<file path="config.mk">
export PLATFORM = sky130hd
export DESIGN_NAME = i2c_spi_cmd_bridge
export DESIGN_NICKNAME = d
export VERILOG_FILES = /design/src/rtl/i2c_spi_bridge_pkg.sv /design/src/rtl/i2c_line_cond.sv /design/src/rtl/spi_byte_master.sv /design/src/rtl/i2c_target_fsm.sv /design/src/rtl/i2c_spi_cmd_bridge.sv
export SDC_FILE = /design/constraint.sdc
export NUM_CORES = 1
export LEC_CHECK = 0
export BUFFER_PORTS_ARGS = -buffer_cell sky130_fd_sc_hd__buf_2
export CAP_MARGIN = 10
export CORE_UTILIZATION = 60
export CTS_CLUSTER_DIAMETER = 60
export CTS_CLUSTER_SIZE = 14
export DETAILED_ROUTE_END_ITERATION = 8
export PLACE_DENSITY = 0.84
export SYNTH_ARGS = -nofsm -noshare
export SYNTH_HDL_FRONTEND = slang
export SYNTH_SLANG_ARGS = --single-unit
</file>
<file path="constraint.sdc">
create_clock -name clk -period 3.4 [get_ports clk]
set_clock_uncertainty 0.05 [all_clocks]
set_input_delay 0.68 -clock clk [delete_from_list [all_inputs] [get_ports clk]]
set_output_delay 0.68 -clock clk [all_outputs]
set_load 0.02 [all_outputs]
</file>
<file path="src/rtl/i2c_spi_bridge_pkg.sv">
package i2c_spi_bridge_pkg;

    localparam int BYTE_W = 8;
    localparam int ADDR_W = 7;

    typedef enum logic [3:0] {
        ST_IDLE,
        ST_ADDR,
        ST_ADDR_END,
        ST_ADDR_ACK,
        ST_WR_BITS,
        ST_WR_END,
        ST_WR_XFER,
        ST_WR_ACK,
        ST_RD_XFER,
        ST_RD_BITS,
        ST_RD_ACK,
        ST_HOLD,
        ST_MISS
    } tgt_state_e;

    typedef struct packed {
        logic scl;
        logic sda;
        logic scl_rise;
        logic scl_fall;
        logic start;
        logic stop;
    } line_ev_t;

    function automatic logic addr_hit(input logic [BYTE_W-1:0] b,
                                      input logic [ADDR_W-1:0] own);
        return b[BYTE_W-1:1] == own;
    endfunction

endpackage

</file>
<file path="src/rtl/i2c_line_cond.sv">
module i2c_line_cond
    import i2c_spi_bridge_pkg::*;
#(
    parameter int STAGES = 2
) (
    input  logic     clk,
    input  logic     rst,
    input  logic     scl_i,
    input  logic     sda_i,
    output line_ev_t ev
);
    logic [STAGES-1:0] scl_q, sda_q;
    logic              scl_d, sda_d;
    logic              scl_s, sda_s;

    assign scl_s = scl_q[STAGES-1];
    assign sda_s = sda_q[STAGES-1];

    always_ff @(posedge clk) begin
        if (rst) begin
            scl_q <= '1;
            sda_q <= '1;
            scl_d <= 1'b1;
            sda_d <= 1'b1;
        end else begin
            scl_q <= {scl_q[STAGES-2:0], scl_i};
            sda_q <= {sda_q[STAGES-2:0], sda_i};
            scl_d <= scl_s;
            sda_d <= sda_s;
        end
    end

    always_comb begin
        ev.scl      = scl_s;
        ev.sda      = sda_s;
        ev.scl_rise = scl_s & ~scl_d;
        ev.scl_fall = ~scl_s & scl_d;
        ev.start    = scl_s & scl_d & sda_d & ~sda_s;
        ev.stop     = scl_s & scl_d & ~sda_d & sda_s;
    end
endmodule

</file>
<file path="src/rtl/spi_byte_master.sv">
module spi_byte_master
    import i2c_spi_bridge_pkg::*;
#(
    parameter int SCK_HALF = 2
) (
    input  logic              clk,
    input  logic              rst,
    input  logic              start,
    input  logic [BYTE_W-1:0] tx,
    input  logic              miso,
    output logic              busy,
    output logic              done,
    output logic [BYTE_W-1:0] rx,
    output logic              sck,
    output logic              mosi
);
    localparam int DIV_W = (SCK_HALF > 1) ? $clog2(SCK_HALF) : 1;
    localparam int PH_W  = $clog2(2 * BYTE_W);
    localparam logic [DIV_W-1:0] DIV_LAST = DIV_W'(SCK_HALF - 1);
    localparam logic [PH_W-1:0]  PH_LAST  = PH_W'(2 * BYTE_W - 1);

    logic [BYTE_W-1:0] sh;
    logic [DIV_W-1:0]  div;
    logic [PH_W-1:0]   ph;

    always_ff @(posedge clk) begin
        if (rst) begin
            busy <= 1'b0;
            done <= 1'b0;
            sck  <= 1'b0;
            sh   <= '0;
            rx   <= '0;
            div  <= '0;
            ph   <= '0;
        end else begin
            done <= 1'b0;
            if (!busy) begin
                if (start) begin
                    busy <= 1'b1;
                    sh   <= tx;
                    div  <= '0;
                    ph   <= '0;
                end
            end else if (div == DIV_LAST) begin
                div <= '0;
                ph  <= ph + 1'b1;
                if (!ph[0]) begin
                    sck <= 1'b1;
                    rx  <= {rx[BYTE_W-2:0], miso};
                end else begin
                    sck <= 1'b0;
                    sh  <= {sh[BYTE_W-2:0], 1'b0};
                    if (ph == PH_LAST) begin
                        busy <= 1'b0;
                        done <= 1'b1;
                    end
                end
            end else begin
                div <= div + 1'b1;
            end
        end
    end

    assign mosi = sh[BYTE_W-1];

    // data only moves while the clock is low
    a_r4_mosi_steady_sck_high: assert property (@(posedge clk) disable iff (rst)
        (sck && $past(sck)) |-> $stable(mosi));

    // completion is reported once, as the byte ends
    a_r5_done_ends_busy: assert property (@(posedge clk) disable iff (rst)
        done |-> (!busy && $past(busy)));
endmodule

</file>
<file path="src/rtl/i2c_target_fsm.sv">
module i2c_target_fsm
    import i2c_spi_bridge_pkg::*;
#(
    parameter logic [ADDR_W-1:0] DEV_ADDR = 7'h2A
) (
    input  logic              clk,
    input  logic              rst,
    input  line_ev_t          ev,
    input  logic              spi_done,
    input  logic [BYTE_W-1:0] spi_rx,
    output logic              scl_oe,
    output logic              sda_oe,
    output logic              cs_n,
    output logic              spi_start,
    output logic [BYTE_W-1:0] spi_tx,
    output tgt_state_e        state_o
);
    tgt_state_e        state;
    logic [2:0]        cnt;
    logic [BYTE_W-1:0] shreg;
    logic              rw;
    logic              mack;

    assign state_o = state;

    always_ff @(posedge clk) begin
        if (rst) begin
            state     <= ST_IDLE;
            cnt       <= '0;
            shreg     <= '0;
            rw        <= 1'b0;
            mack      <= 1'b0;
            scl_oe    <= 1'b0;
            sda_oe    <= 1'b0;
            cs_n      <= 1'b1;
            spi_start <= 1'b0;
            spi_tx    <= '0;
        end else begin
            spi_start <= 1'b0;
            if (ev.stop) begin
                state  <= ST_IDLE;
                cs_n   <= 1'b1;
                sda_oe <= 1'b0;
                scl_oe <= 1'b0;
            end else if (ev.start) begin
                state  <= ST_ADDR;
                cnt    <= '0;
                cs_n   <= 1'b1;
                sda_oe <= 1'b0;
                scl_oe <= 1'b0;
            end else begin
                case (state)
                    ST_ADDR, ST_WR_BITS: if (ev.scl_rise) begin
                        shreg <= {shreg[BYTE_W-2:0], ev.sda};
                        cnt   <= cnt + 3'd1;
                        if (cnt == 3'd7)
                            state <= (state == ST_ADDR) ? ST_ADDR_END : ST_WR_END;
                    end
                    ST_ADDR_END: if (ev.scl_fall) begin
                        if (addr_hit(shreg, DEV_ADDR)) begin
                            sda_oe <= 1'b1;
                            cs_n   <= 1'b0;
                            rw     <= shreg[0];
                            state  <= ST_ADDR_ACK;
                        end else begin
                            state  <= ST_MISS;
                        end
                    end
                    ST_ADDR_ACK: if (ev.scl_fall) begin
                        sda_oe <= 1'b0;
                        cnt    <= '0;
                        if (rw) begin
                            scl_oe    <= 1'b1;
                            spi_start <= 1'b1;
                            spi_tx    <= '0;
                            state     <= ST_RD_XFER;
                        end else begin
                            state     <= ST_WR_BITS;
                        end
                    end
                    ST_WR_END: if (ev.scl_fall) begin
                        scl_oe    <= 1'b1;
                        spi_start <= 1'b1;
                        spi_tx    <= shreg;
                        state     <= ST_WR_XFER;
                    end
                    ST_WR_XFER: if (spi_done) begin
                        sda_oe <= 1'b1;
                        scl_oe <= 1'b0;
                        state  <= ST_WR_ACK;
                    end
                    ST_WR_ACK: if (ev.scl_fall) begin
                        sda_oe <= 1'b0;
                        cnt    <= '0;
                        state  <= ST_WR_BITS;
                    end
                    ST_RD_XFER: if (spi_done) begin
                        shreg  <= spi_rx;
                        sda_oe <= ~spi_rx[BYTE_W-1];
                        scl_oe <= 1'b0;
                        cnt    <= '0;
                        state  <= ST_RD_BITS;
                    end
                    ST_RD_BITS: if (ev.scl_fall) begin
                        if (cnt == 3'd7) begin
                            sda_oe <= 1'b0;
                            state  <= ST_RD_ACK;
                        end else begin
                            sda_oe <= ~shreg[BYTE_W-2];
                            shreg  <= {shreg[BYTE_W-2:0], 1'b0};
                            cnt    <= cnt + 3'd1;
                        end
                    end
                    ST_RD_ACK: begin
                        if (ev.scl_rise) mack <= ~ev.sda;
                        if (ev.scl_fall) begin
                            if (mack) begin
                                scl_oe    <= 1'b1;
                                spi_start <= 1'b1;
                                spi_tx    <= '0;
                                state     <= ST_RD_XFER;
                            end else begin
                                state     <= ST_HOLD;
                            end
                        end
                    end
                    default: ;
                endcase
            end
        end
    end

    // SDA is only moved while the sensed clock is low
    a_r2_sda_moves_scl_low: assert property (@(posedge clk) disable iff (rst)
        !$stable(sda_oe) |-> !$past(ev.scl));
endmodule

</file>
<file path="src/rtl/i2c_spi_cmd_bridge.sv">
module i2c_spi_cmd_bridge
    import i2c_spi_bridge_pkg::*;
#(
    parameter logic [ADDR_W-1:0] DEV_ADDR    = 7'h2A,
    parameter int                SCK_HALF    = 2,
    parameter int                SYNC_STAGES = 2
) (
    input  logic clk,
    input  logic rst,
    input  logic scl_i,
    input  logic sda_i,
    output logic scl_oe,
    output logic sda_oe,
    output logic spi_cs_n,
    output logic spi_sck,
    output logic spi_mosi,
    input  logic spi_miso
);
    line_ev_t          ev;
    logic              spi_start, spi_busy, spi_done;
    logic [BYTE_W-1:0] spi_tx, spi_rx;
    tgt_state_e        state;

    i2c_line_cond #(.STAGES(SYNC_STAGES)) u_line (
        .clk(clk), .rst(rst), .scl_i(scl_i), .sda_i(sda_i), .ev(ev)
    );

    i2c_target_fsm #(.DEV_ADDR(DEV_ADDR)) u_fsm (
        .clk(clk), .rst(rst), .ev(ev),
        .spi_done(spi_done), .spi_rx(spi_rx),
        .scl_oe(scl_oe), .sda_oe(sda_oe), .cs_n(spi_cs_n),
        .spi_start(spi_start), .spi_tx(spi_tx), .state_o(state)
    );

    spi_byte_master #(.SCK_HALF(SCK_HALF)) u_spi (
        .clk(clk), .rst(rst), .start(spi_start), .tx(spi_tx),
        .miso(spi_miso), .busy(spi_busy), .done(spi_done), .rx(spi_rx),
        .sck(spi_sck), .mosi(spi_mosi)
    );

    // an SPI byte in flight always has SCL held low
    a_r5_busy_holds_scl: assert property (@(posedge clk) disable iff (rst)
        spi_busy |-> scl_oe);

    // no SPI clock while deselected
    a_r10_sck_low_deselected: assert property (@(posedge clk) disable iff (rst)
        spi_cs_n |-> !spi_sck);

    // after an address miss the bridge stays silent
    a_r3_miss_is_silent: assert property (@(posedge clk) disable iff (rst)
        (state == ST_MISS) |-> (spi_cs_n && !sda_oe && !scl_oe && !spi_busy));

    // after a host NACK nothing more is driven or transferred
    a_r7_nack_is_final: assert property (@(posedge clk) disable iff (rst)
        (state == ST_HOLD) |-> (!sda_oe && !spi_busy));

    // STOP releases select
    a_r8_stop_releases: assert property (@(posedge clk) disable iff (rst)
        ev.stop |=> spi_cs_n);

    // a START releases select
    a_r9_start_releases: assert property (@(posedge clk) disable iff (rst)
        ev.start |=> spi_cs_n);
endmodule

</file>
# ---- Word level (Yosys, flattened, before mapping)
# Cells that the tools add are included.
dict set report op_classes {
  n_reduce_logical 28
  eq_ne 45
  bitwise_logic 18
  addsub 3
  mux 73
}
# cell n
set op_table {}
lappend op_table {{$mux 8} 13}
lappend op_table {{$mux 4} 16}
lappend op_table {{$pmux 8 s3} 2}
lappend op_table {{$pmux 4 s9} 1}
lappend op_table {{$mux 1} 29}
lappend op_table {{$reduce_and 7->1} 4}
lappend op_table {{$ne 3x3->1 const B} 8}
lappend op_table {{$reduce_and 12->1} 2}
lappend op_table {{$mux 3} 7}
lappend op_table {{$ne 2x2->1 const B} 10}
lappend op_table {{$ne 2x1->1 const B} 9}
lappend op_table {{$eq 4x3->1 const B} 4}
lappend op_table {{$eq 4x4->1 const B} 4}
lappend op_table {{$ne 3x2->1 const B} 4}
lappend op_table {{$pmux 3 s4} 1}
lappend op_table {{$not 1->1} 11}
lappend op_table {{$reduce_bool 10->1} 1}
lappend op_table {{$reduce_bool 5->1} 2}
lappend op_table {{$reduce_and 3->1} 3}
lappend op_table {{$reduce_bool 9->1} 1}
lappend op_table {{$eq 4x2->1 const B} 2}
lappend op_table {{$reduce_and 8->1} 1}
lappend op_table {{$reduce_or 2->1} 4}
lappend op_table {{$and 1x1->1} 7}
lappend op_table {{19 further kinds} 21}
dict set report word_totals {
  word_cells 189
  regBits 59
}

# ---- Logic depth before layout (Yosys ltp)
dict set report depth {
  depth_word 6
  ltp_mapped 8
  mapped_depth_nobuf 7
}

# ---- Hierarchy
# Synthesis repeated with hierarchy kept, for this count alone.
dict set report hier_totals {
  hier_cells 334
  area_unflattened_um2 3070.4
}
# module seq_area_each_um2 instances cells_per_inst area_per_inst_um2
set modules_own_cells {}
lappend modules_own_cells {i2c_target_fsm 580.6 1 216 1819.2}
lappend modules_own_cells {spi_byte_master 480.5 1 100 1046.0}
lappend modules_own_cells {i2c_line_cond 120.1 1 18 205.2}

# ---- Worst setup path before layout
# Ideal clock, no wire load.
dict set report synth_timing {
  path_kind {flip-flop to flip-flop}
  from {reg u_fsm.cnt[0]}
  to {reg u_fsm.cnt[2]}
  synth_period_minus_slack_ns 1.912
  setup_ns 0.075
  arrival_time_ns 1.786
  n_path_buf 0
  required_ns 3.275
  path_stages_with_launch 7
  setup_slack_ns 1.488
  cell_sequence {dfxtp_1 -> ha_1 -> ha_1 -> o211a_1 -> or2_1 -> or4_4 -> o22ai_2}
}
dict set report synth_via {
  elab_chain_len 5
}
# element line_no
set synth_rtl {}
lappend synth_rtl {{start: declaration} i2c_target_fsm.sv:19} ;# logic [2:0] cnt;
lappend synth_rtl {{start signal: assignment} i2c_target_fsm.sv:55} ;# cnt <= cnt + 3'd1;
lappend synth_rtl {{start signal: assignment} i2c_target_fsm.sv:111} ;# cnt <= cnt + 3'd1;
lappend synth_rtl {{$add 3x1->3} {i2c_target_fsm.sv:55, i2c_target_fsm.sv:111}}
lappend synth_rtl {{$mux 3} i2c_target_fsm.sv:105} ;# if (cnt == 3'd7) begin
lappend synth_rtl {{$mux 3} i2c_target_fsm.sv:104} ;# ST_RD_BITS: if (ev.scl_fall) begin
lappend synth_rtl {{$pmux 3 s4} i2c_target_fsm.sv:52} ;# case (state)
lappend synth_rtl {{$mux 3} i2c_target_fsm.sv:45} ;# end else if (ev.start) begin
# Several ways; a longest one is shown, not always the timed one. The select of a mux whose other input is x is not followed.
# A chain may end at the register's enable or synchronous reset.

# ---- Final worst setup path
dict set report layout_timing {
  from {reg u_fsm.state[1] (netlist: u_fsm.state_o[1])}
  to {reg u_fsm.shreg[2]}
}
dict set report layout_via {
  elab_chain_len 4
}
# element line_no
set layout_rtl {}
lappend layout_rtl {{start: declaration} i2c_target_fsm.sv:18} ;# tgt_state_e state;
lappend layout_rtl {{start signal: assignment} i2c_target_fsm.sv:57} ;# state <= (state == ST_ADDR) ? ST_ADDR_END : ST_WR_END;
lappend layout_rtl {{$eq 4x3->1 or $eq 4x1->1 (tied branches)} i2c_target_fsm.sv:52}
lappend layout_rtl {{$reduce_or 2->1} i2c_target_fsm.sv:52}
lappend layout_rtl {{$ne 2x2->1 (no line) or $reduce_bool 3->1 (tied branches)} -}
lappend layout_rtl {{$reduce_and 7->1 (no line)} -}
lappend layout_rtl {{end signal: assignment} i2c_target_fsm.sv:54} ;# shreg <= {shreg[BYTE_W-2:0], ev.sda};
lappend layout_rtl {{end signal: assignment} i2c_target_fsm.sv:98} ;# shreg <= spi_rx;
lappend layout_rtl {{end signal: assignment} i2c_target_fsm.sv:110} ;# shreg <= {shreg[BYTE_W-2:0], 1'b0};
lappend layout_rtl {{end: declaration} i2c_target_fsm.sv:20} ;# logic [BYTE_W-1:0] shreg;
# Several ways; a longest one is shown, not always the timed one.

==> metrics.cfg <==
[finish]
final_common_cell=dfxtp_1
post-route-util=0.665
num-nets-final=356
regArea_um2=1180
multi_input_area_um2=1620
area_growth_pct=6.90
fillers=411
antenna_cells=0
layout-drive-gt1-share=0.128
mostFrequentLayoutCells=59 x dfxtp_1, 39 x nor2_1, 38 x nand2_1, 37 x a21oi_1, 19 x mux2i_1

[global_route]
grt_pass1_wl_um=9880
track_usage=0.250
grt_overflow=0
first_global_vias=2147
antenna_found_initial=0
grt_max_degree=49

[setup_path]
r2r_slack_ns=0.93
critPathCaptureType=register
r2r-start=u_fsm.state_o[1]
crit_required_ns=3.59
reg2reg_depth=5
reg2reg_to=u_fsm.shreg[2]
cp.arrival_ns=2.66
path_cells=nor3b_2 > o211a_1 > nor4_4 > nor2_1 > a211oi_1
slowest_stage=dfxtp_1
path_max_fanout=26
path_class=register to register
startpoint=u_fsm.state_o[1]
cpPeakStageDelay_ns=0.91
start_kind=register

[synthesis]
syn_inst=348
yosysSeqAreaShare=0.402
syn_area_per_cell_um2=8.44
syn-num-nets=356
ys_warn_count=0
synth-edff-count=0
synthesis.area_um2=2940
ys.flop_type=dfxtp_1
yosysUniqueCellTypes=61
async_flop_share=0
synth_seq_cells=59

[power_and_ir_drop]
p_per_area_nw_per_um2=698
p_sw_frac=0.376
power_frac_comb=0.329
power.leakage_nw=1.08
internal_power_mw=1.37
ir_drop_uv=414
share_clk_of_total_power=0.250
finalPower_mw=2.19
seq_power_share=0.421
switching_power_uw=826

[clock_tree]
clkTransAtPathRegs_ns=0.07
cts_buffers=9
ctsResizeCount=0
root_buffer=clkbuf_8
cts.sinks=59
cts_setup_buffers=0
htreeDepth=3
cts_tree=done
clock_path_buffers=2
hold_buffers=0
insertion_delay_ns=0.34

[routing]
num_vias=2418
wl_per_cell_um=14.3
first_pass_iters=4
drt_iter0_drc=181
avgViaCountPerCell=5.77
wl_um=6010
drc_errors=0
antenna_left=0

[worst_hold_path]
min_from=u_line.sda_q[0]
hold_path_class=register to register
hold_depth=1
whs_endpoint=u_line.sda_q[1]

[run]
maxCapViolCount=0

[run_status]
status=completed

[die]
dieWidth_um=72.0
coreArea_um2=4720
io_pins=10
die_h_um=72.0
start_util=0.622
rows=25
die_area_um2=5180

[placed_design]
dp_hpwl_um=4130
port-buffer-count=9
place_ws_ns=1.01
gp_congestion=0.922

[timing]
period_share=0.725
period_minus_slack_ns=2.47
relSlewSlack=0.403
fmax_mhz=406
rsz0062_at_grt=false
worstMarginPinSlew_ns=0.894
worst_slack_ns=0.935
slew_violations=0
finalSetupViolCount=0
finalHoldViolCount=0
finalSetupTns_ns=0

-- stage by stage --
step / hold WS (ns) / instance area [um^2] / cells
floorplan: 0.339 / 2940 / 348
global placement: 0.342 / 2970 / 404
detailed placement: 0.349 / 2970 / 404
CTS: 0.365 / 3140 / 419
global route: 0.376 / 3140 / 419
finish: 0.361 / 3140 / 419
-- flip-flops by register name, summed over array words and instances, names as in the netlist --
register         count
u_fsm.cs_n           1
u_fsm.spi_tx         8
u_spi.busy           1
u_line.sda_d         1
u_spi.sh             8
u_fsm.sda_oe         1
u_fsm.scl_oe         1
u_spi.sck            1
u_fsm.spi_start      1
u_spi.ph             4
u_fsm.state_o        4
u_fsm.cnt            3
u_fsm.rw             1
u_spi.div            1
u_fsm.mack           1
u_line.scl_q         2
u_fsm.shreg          8
u_spi.done           1
u_spi.rx             8
u_line.sda_q         2
u_line.scl_d         1
-- layer usage --
layer,GRT usage,vias to the layer above,routed length [um]
met5,0,-,0
met4,0.133,0,64
met3,0.0569,6,233
met2,0.376,47,2730
met1,0.337,1123,2990
li1,-,1242,-
-- worst max-delay path by stage --
stage	cells past startpoint	endpoint	slack (ns)
after global routing	5	u_fsm.shreg[7]	0.78
after floorplan	6	u_fsm.cnt[2]	1.49
after CTS	5	u_fsm.shreg[2]	0.99
after detailed placement	5	u_fsm.shreg[2]	1.01
final	5	u_fsm.shreg[2]	0.93
after global placement	5	u_fsm.shreg[0]	1.10
-- logic make-up (layout without fill, tap and decap cells) --
kind of cell	Yosys count	count (layout)	share of synthesized area
adder cells (fa/ha/maj)	4	4	0.0162
flip-flops	59	59	0.402
multiplexers	19	19	0.0647
AND/OR/NAND/NOR	142	142	0.259
buffers and inverters	30	34	0.0473
AO/OA/AOI/OAI	92	92	0.205
XOR/XNOR	2	2	0.00596
-- power groups by stage --
| stage | Clock, mW | Combinational (mW) | Sequential, mW |
|---|---|---|---|
| 3_5_place_dp | 0 | 0.716 | 0.935 |
| 5_1_grt | 0.591 | 0.806 | 0.943 |
| 2_1_floorplan | 0 | 0.702 | 0.839 |
| 4_1_cts | 0.561 | 0.719 | 0.920 |
| 3_3_place_gp | 0 | 0.694 | 0.931 |
| 6_report | 0.548 | 0.721 | 0.924 |
-- cells in the mapped netlist (4+ instances only) --
library cell | n | share of area
nor2_1 | 39 | 0.050
or2_2 | 7 | 0.015
nand3b_1 | 4 | 0.010
nor2b_1 | 4 | 0.0085
clkbuf_1 | 9 | 0.011
a211oi_1 | 15 | 0.038
nand2b_1 | 9 | 0.019
dfxtp_1 | 59 | 0.40
a21oi_1 | 37 | 0.063
o21ai_0 | 9 | 0.015
nand3_1 | 12 | 0.020
nor3_1 | 4 | 0.0068
buf_2 | 9 | 0.015
mux2i_1 | 19 | 0.065
nand2_1 | 38 | 0.049
inv_1 | 8 | 0.010
-- area by class of cell --
type | count | share of cell area
clock buffer | 10 | 0.0438
clock inverter | 5 | 0.00956
inverter | 8 | 0.00956
multi-input combinational | 259 | 0.515
sequential | 59 | 0.376
tap | 67 | 0.0267
timing repair buffer | 11 | 0.0191
-- critical path: cells and delay by family, from the launching register on --
family	cells	cell delay [ns]
AND/OR/NAND/NOR	3	0.93
flip-flops	1	0.91
AO/OA/AOI/OAI	2	0.47
Note: power is estimated with default switching activity, not from simulation.
